<file path="config.mk">
export PLATFORM = sky130hd
export DESIGN_NAME = card_clk_div_prog
export DESIGN_NICKNAME = d
export VERILOG_FILES = /design/src/rtl/ccdp_pkg.sv /design/src/rtl/ccdp_iter_div.sv /design/src/rtl/ccdp_round.sv /design/src/rtl/card_clk_div_prog.sv
export SDC_FILE = /design/constraint.sdc
export NUM_CORES = 1
export LEC_CHECK = 0
export CAP_MARGIN = 30
export CORE_MARGIN = 2
export CORE_UTILIZATION = 55
export CTS_CLUSTER_SIZE = 10
export DETAILED_ROUTE_END_ITERATION = 16
export MAX_ROUTING_LAYER = met4
export PLACE_DENSITY = 0.78
export SYNTH_ARGS = -nofsm -noshare
export SYNTH_HDL_FRONTEND = slang
export SYNTH_SLANG_ARGS = --single-unit
</file>
<file path="constraint.sdc">
create_clock -name clk -period 3.3 [get_ports clk]
set_input_delay 0.495 -clock clk [delete_from_list [all_inputs] [get_ports clk]]
set_output_delay 0.495 -clock clk [all_outputs]
set_load 0.01 [all_outputs]
</file>
<file path="src/rtl/ccdp_pkg.sv">
package ccdp_pkg;

    typedef enum logic [2:0] {
        ST_IDLE,
        ST_CLKOFF,
        ST_START,
        ST_DIVIDE,
        ST_APPLY
    } ccdp_state_e;

    localparam int WORD_W      = 16;
    localparam int DIV_W       = 10;
    localparam int INT_EN_BIT  = 0;
    localparam int CARD_EN_BIT = 2;

endpackage

</file>
<file path="src/rtl/ccdp_iter_div.sv">
module ccdp_iter_div #(
    parameter int W = 32
) (
    input  logic         clk,
    input  logic         rst_n,
    input  logic         start,
    input  logic [W-1:0] dividend,
    input  logic [W:0]   divisor,
    output logic         done,
    output logic [W-1:0] quot,
    output logic [W:0]   rem
);
    localparam int CW = $clog2(W + 1);

    logic [W-1:0] dvd_q;
    logic [W-1:0] dvd_cap;
    logic [W:0]   dsr_q;
    logic [CW-1:0] cnt_q;
    logic          active_q;
    logic [W+1:0]  trial;
    logic [W+1:0]  diff;
    logic          fits;

    always_comb begin
        trial = {rem, dvd_q[W-1]};
        fits  = (trial >= {1'b0, dsr_q});
        diff  = trial - {1'b0, dsr_q};
    end

    always_ff @(posedge clk or negedge rst_n) begin
        if (!rst_n) begin
            dvd_q    <= '0;
            dvd_cap  <= '0;
            dsr_q    <= '0;
            rem      <= '0;
            quot     <= '0;
            cnt_q    <= '0;
            active_q <= 1'b0;
            done     <= 1'b0;
        end else if (start) begin
            dvd_q    <= dividend;
            dvd_cap  <= dividend;
            dsr_q    <= divisor;
            rem      <= '0;
            quot     <= '0;
            cnt_q    <= CW'(W);
            active_q <= 1'b1;
            done     <= 1'b0;
        end else if (active_q) begin
            rem   <= fits ? diff[W:0] : trial[W:0];
            quot  <= {quot[W-2:0], fits};
            dvd_q <= dvd_q << 1;
            cnt_q <= cnt_q - CW'(1);
            if (cnt_q == CW'(1)) begin
                active_q <= 1'b0;
                done     <= 1'b1;
            end
        end else begin
            done <= 1'b0;
        end
    end


    div_identity_chk: assert property (@(posedge clk) disable iff (!rst_n)
        done |-> (((2*W+2)'(quot) * (2*W+2)'(dsr_q) + (2*W+2)'(rem)) == (2*W+2)'(dvd_cap)
                  && rem < dsr_q));

endmodule

</file>
<file path="src/rtl/ccdp_round.sv">
module ccdp_round #(
    parameter int W       = 32,
    parameter int DIV_W   = 10,
    parameter int DIV_MAX = 1023
) (
    input  logic [W-1:0]     quot,
    input  logic [W:0]       rem,
    output logic [DIV_W-1:0] div
);
    logic [W+1:0] d_adj;
    logic [W+1:0] half;

    always_comb begin
        // truncated quotient, bumped when base / d still exceeds twice the target
        d_adj = {2'b00, quot} + ((rem >= {1'b0, quot}) ? (W+2)'(1) : (W+2)'(0));
        half  = (d_adj + (W+2)'(1)) >> 1;
        div   = (half > (W+2)'(DIV_MAX)) ? DIV_W'(DIV_MAX) : half[DIV_W-1:0];
    end

endmodule

</file>
<file path="src/rtl/card_clk_div_prog.sv">
module card_clk_div_prog #(
    parameter int RATE_W  = 32,
    parameter int DIV_MAX = 1023,
    parameter int SLOW_HZ = 400000,
    parameter int DLL_HZ  = 52000000
) (
    input  logic              clk,
    input  logic              rst_n,
    input  logic              req,
    input  logic [RATE_W-1:0] base_rate,
    input  logic [RATE_W-1:0] target_rate,
    output logic              busy,
    output logic [15:0]       clk_ctrl,
    output logic              gate_outer,
    output logic              gate_inner,
    output logic              cmd_dly_inv,
    output logic              rd_dly_inv,
    output logic              dll_en_req
);
    import ccdp_pkg::*;

    localparam logic [RATE_W-1:0] SLOW_LIM = RATE_W'(SLOW_HZ);
    localparam logic [RATE_W-1:0] DLL_LIM  = RATE_W'(DLL_HZ);

    ccdp_state_e state_q, state_d;

    logic [RATE_W-1:0] base_q, tgt_q, cur_q;
    logic              chg_q, quick_q;
    logic [RATE_W:0]   twice_tgt;
    logic              quick_now;
    logic              div_start, div_done;
    logic [RATE_W-1:0] quot;
    logic [RATE_W:0]   rem;
    logic [DIV_W-1:0]  div_round, div_val;
    logic [WORD_W-1:0] word_new;

    assign twice_tgt = {tgt_q, 1'b0};
    assign quick_now = (tgt_q == '0) || ({1'b0, base_q} <= twice_tgt);
    assign div_start = (state_q == ST_START) && !quick_now;
    assign busy      = (state_q != ST_IDLE);

    ccdp_iter_div #(.W(RATE_W)) u_div (
        .clk      (clk),
        .rst_n    (rst_n),
        .start    (div_start),
        .dividend (base_q),
        .divisor  (twice_tgt),
        .done     (div_done),
        .quot     (quot),
        .rem      (rem)
    );

    ccdp_round #(.W(RATE_W), .DIV_W(DIV_W), .DIV_MAX(DIV_MAX)) u_round (
        .quot (quot),
        .rem  (rem),
        .div  (div_round)
    );

    always_comb begin
        div_val  = quick_q ? '0 : div_round;
        word_new = '0;
        word_new[15:8]        = div_val[7:0];
        word_new[7:6]         = div_val[9:8];
        word_new[INT_EN_BIT]  = 1'b1;
        word_new[CARD_EN_BIT] = 1'b1;
    end

    // next-state logic
    always_comb begin
        state_d = state_q;
        unique case (state_q)
            ST_IDLE:   if (req) state_d = (target_rate != cur_q) ? ST_CLKOFF : ST_START;
            ST_CLKOFF: state_d = ST_START;
            ST_START:  state_d = quick_now ? ST_APPLY : ST_DIVIDE;
            ST_DIVIDE: if (div_done) state_d = ST_APPLY;
            ST_APPLY:  state_d = ST_IDLE;
            default:   state_d = ST_IDLE;
        endcase
    end

    // state register
    always_ff @(posedge clk or negedge rst_n) begin
        if (!rst_n) state_q <= ST_IDLE;
        else        state_q <= state_d;
    end

    // outputs and captured request
    always_ff @(posedge clk or negedge rst_n) begin
        if (!rst_n) begin
            base_q      <= '0;
            tgt_q       <= '0;
            cur_q       <= '0;
            chg_q       <= 1'b0;
            quick_q     <= 1'b0;
            clk_ctrl    <= '0;
            gate_outer  <= 1'b0;
            gate_inner  <= 1'b0;
            cmd_dly_inv <= 1'b0;
            rd_dly_inv  <= 1'b0;
            dll_en_req  <= 1'b0;
        end else begin
            dll_en_req <= 1'b0;
            unique case (state_q)
                ST_IDLE: if (req) begin
                    base_q <= base_rate;
                    tgt_q  <= target_rate;
                    chg_q  <= (target_rate != cur_q);
                    if (target_rate != cur_q) clk_ctrl[CARD_EN_BIT] <= 1'b0;
                end
                ST_START: quick_q <= quick_now;
                ST_APPLY: begin
                    cur_q <= tgt_q;
                    if (tgt_q == '0) begin
                        clk_ctrl <= '0;
                    end else begin
                        clk_ctrl   <= word_new;
                        gate_outer <= (tgt_q > SLOW_LIM);
                        gate_inner <= (tgt_q > SLOW_LIM);
                        if (chg_q) begin
                            cmd_dly_inv <= (tgt_q <= SLOW_LIM);
                            rd_dly_inv  <= (tgt_q <= SLOW_LIM);
                        end
                        dll_en_req <= chg_q && (tgt_q > DLL_LIM);
                    end
                end
                default: ;
            endcase
        end
    end


    zero_rate_word_chk: assert property (@(posedge clk) disable iff (!rst_n)
        (!busy && cur_q == '0) |-> (clk_ctrl == '0));


    gating_policy_chk: assert property (@(posedge clk) disable iff (!rst_n)
        (!busy && cur_q != '0) |-> (gate_outer == (cur_q > SLOW_LIM) && gate_inner == gate_outer));


    card_off_first_chk: assert property (@(posedge clk) disable iff (!rst_n)
        (busy && !$past(busy) && chg_q) |-> !clk_ctrl[CARD_EN_BIT]);


    dll_when_fast_chk: assert property (@(posedge clk) disable iff (!rst_n)
        dll_en_req |-> (!busy && cur_q > DLL_LIM));


    dll_single_pulse_chk: assert property (@(posedge clk) disable iff (!rst_n)
        dll_en_req |=> !dll_en_req);


    req_ignored_busy_chk: assert property (@(posedge clk) disable iff (!rst_n)
        (busy && state_q != ST_APPLY) |=> $stable(cur_q));

endmodule

</file>
==> run metrics <==
RSZ-0062 raised after global routing yes; total count of hold-check failures in the final report 0; Design Area, Final 0.01753 mm²; required time worst endpoint 3.71 ns; synth warn 0; Num CTS Buffers 30; fraction of registers with async set/reset 1.000; Peak VDD IR 0.6517 mV; Critical Path Sink clk_ctrl[9]; Detailed Routing Iterations Pass 1 13; Remaining DRCs 4; worst slack at placement 0.03799 ns; largest net degree at the start of global routing 98; sw frac 0.4281; Final ANT Viol Nets 0; non-filler instance count after layout 2,044; layout cell share with drive strength beyond 1 0.1252; Design Power 0.02003 W; Hold WC Path Type input port to async pin; worst skew pair latency 0.59 ns; FF+latch count, synth 253; CTS tree done; Register-to-Register Path Depth 12; Max FO, Critical Path 5; Net Switching 0.008574 W; # diodes 0; ys flop type dfrtp_1; Gate power share 0.564; DR WL/cell 18.48 µm; Crit Path Class flop to flop; Synth-to-Final Area Change 19.40%; # setup viols final 0; fin nets 1,866; Power Dens Cells 1143 mW/mm²; GRT busiest layer met2; Startpoint Class flop; routed via count 12,000; FMAX 0.3043 GHz; slew margin rel. 0.4124; Setup crit start u_div.rem[6]; Detail Placement HPWL 26,920 µm; part of the cycle the worst path needs 0.9960; Avg Cell Area, Syn 9.386 µm²; IO buf count 84; gate count of the mapped netlist 1,564; 1st-iter DRT viols 789; area of the die 0.02801 mm²; CTS max path bufs 3; most frequent cells in the layout dfrtp_1 (250), nand2_1 (194), o21ai_0 (142); Slowest-stage cell, CP dfrtp_2; Initial Util 0.5618; # IOs 89; Clk pin slew, worst setup/hold paths 0.06 ns; GP Congestion 0.9173; R2R Setup Slk 0.01 ns; fillers 2,085; core area 0.02613 mm²; Via density 5.873; synth unique cells 74; Max stage delay on crit path 0.45 ns; first-pass GRT wire length 59,970 µm; status complete, but fails checks; Seq pwr share 0.288; r2r endpoint clk_ctrl[9]; skew final 0.03862 ns; row count 59; CTS sink cnt 253; gr usage total 0.2710; Routed WL 37,780 µm; Overflow after GRT 0; Syn Std Cell Area 0.01468 mm²; number of synthesized flops with an enable pin 0; DIE WIDTH 167.4 µm; max_cap viols 0; clock network fraction of total power 0.149; number of global-route vias before repair 11,720; CP endpoint kind flop; GR Util met3 0.02836; setup ws final 0.01325 ns; Leak 7.955 nW; minimum clock period 3.287 ns; worst-margin pin slew 0.8815 ns; Cell Area, Placed 0.01636 mm²; failing checks DRC; M2 GR Usage 0.4521; Die H 167.4 µm; final max-slew violation count 0; sequential fraction of the synthesis area 0.4313; Cell Chain, Critical Path ha_1 > a21o_1 > a211oi_1 > a21oi_2 > o2111ai_2 > a21oi_4 > buf_4 > a2111oi_2 > nor2_1 > nor4_4 > buf_6 > a41oi_1; met1 Use GR 0.3399; initial antenna violation count 0; Setup TNS Final 0 ns; Clk Tree Root Cell clkbuf_16; Arr. time, crit path 3.70 ns; H-tree depth 1; Placed Instances 1,992; commonest non-fill, non-tap cell in the layout dfrtp_1; Pint 0.01145 W; RR Startpoint u_div.rem[6]
[power by group through the flow]
| stage | Combinational [W] | Clock, W | Sequential (W) |
|---|---|---|---|
| after floorplan | 0.00760 | 0 | 0.00543 |
| after global placement | 0.0103 | 0 | 0.00569 |
| after detailed placement | 0.0106 | 0 | 0.00577 |
| after CTS | 0.0107 | 0.00302 | 0.00574 |
| after global routing | 0.0125 | 0.00315 | 0.00593 |
| final | 0.0113 | 0.00297 | 0.00577 |
[final cells by class]
class	count	area, µm²	share of cell area
Timing Repair Buffer	175	1695	0.09672
Inverter	111	416.7	0.02377
Sequential cell	253	6337	0.3616
Tap cell	335	419.2	0.02391
Clock inverter	3	40.04	0.002284
Multi-Input combinational cell	1129	7799	0.4449
Clock buffer	38	820.8	0.04683
[synthesized netlist by cell type, types with 13 or more instances]
cell / n / area (µm²)
mux2i_1: 90 / 900.9
a21o_1: 35 / 262.8
inv_1: 107 / 401.6
xnor2_1: 54 / 473.0
o21ai_0: 143 / 715.7
xor2_1: 22 / 192.7
o21a_1: 13 / 97.59
nand3_1: 14 / 70.07
a211oi_1: 34 / 255.2
nor4_1: 13 / 81.33
a21oi_1: 76 / 380.4
dfrtp_1: 253 / 6331
nand4_1: 29 / 181.4
clkbuf_1: 60 / 225.2
nor2_1: 109 / 409.1
nor3_1: 22 / 110.1
a31oi_1: 15 / 93.84
nand2_1: 195 / 732.0
mux2_2: 37 / 416.7
ha_1: 98 / 1226
[worst min path at each step]
stage / slack (ns) / endpoint / from / cells past startpoint
6_report: 0.45 / u_div.quot[31] / rst_n / 2
5_1_grt: 0.50 / u_div.quot[27] / rst_n / 2
4_1_cts: 0.45 / u_div.dsr_q[27] / rst_n / 2
3_5_place_dp: 0.45 / u_div.quot[31] / rst_n / 1
3_3_place_gp: 0.45 / u_div.quot[31] / rst_n / 1
2_1_floorplan: 0.20 / base_q[0] / rst_n / 0
[flip-flops by register name, summed over array words and instances (netlist names)]
name            cells
base_q             32
chg_q               1
clk_ctrl           12
cur_q              32
dll_en_req          1
gate_inner          1
quick_q             1
rd_dly_inv          1
state_q             3
tgt_q              32
u_div.active_q      1
u_div.cnt_q         6
u_div.done          1
u_div.dsr_q        32
u_div.dvd_q        32
u_div.quot         32
u_div.rem          33
[logic make-up after synthesis]
logic type,Yosys count,synth area share
other,1,0.0002554
XOR/XNOR,76,0.04534
flip-flops,253,0.4313
buffers and inverters,186,0.04969
multiplexers,127,0.08975
AO/OA/AOI/OAI,377,0.1599
adder cells (fa/ha/maj),99,0.08489
AND/OR/NAND/NOR,445,0.1389
[through the flow]
stage                     utilization  hold slack (ns)
after detailed placement       0.6261           0.4508
after global placement         0.6261           0.4476
final                          0.6707           0.4450
after floorplan                     -           0.1994
after global routing           0.6707           0.4951
after CTS                      0.6594           0.4520
[worst max-delay path, delay by kind of cell (launching register included)]
| kind | cells | cell delay [ns] |
|---|---|---|
| compound gates | 7 | 1.58 |
| fa+ha+maj | 1 | 0.30 |
| buf+inv | 2 | 0.34 |
| flops | 1 | 0.45 |
| simple gates | 2 | 0.45 |
[layer usage]
layer	up-vias	part of all wire
met1	5826	0.43
met3	106	0.038
met4	0	0.048
met2	309	0.48
met5	-	0
li1	5763	-
[what timing repair did]
| item | 4_1_cts | 5_1_grt |
|---|---|---|
| hold endpoints to repair | 55 | 0 |
| hold buffers | 1 | 0 |
| buffers inserted | 0 | 5 |
| endpoints found under the setup margin | 1 | 131 |
| cloned | 0 | 5 |
| pin swaps | 1 | 16 |
| resized for setup | 0 | 34 |
Note: power is estimated with default switching activity, not from simulation.
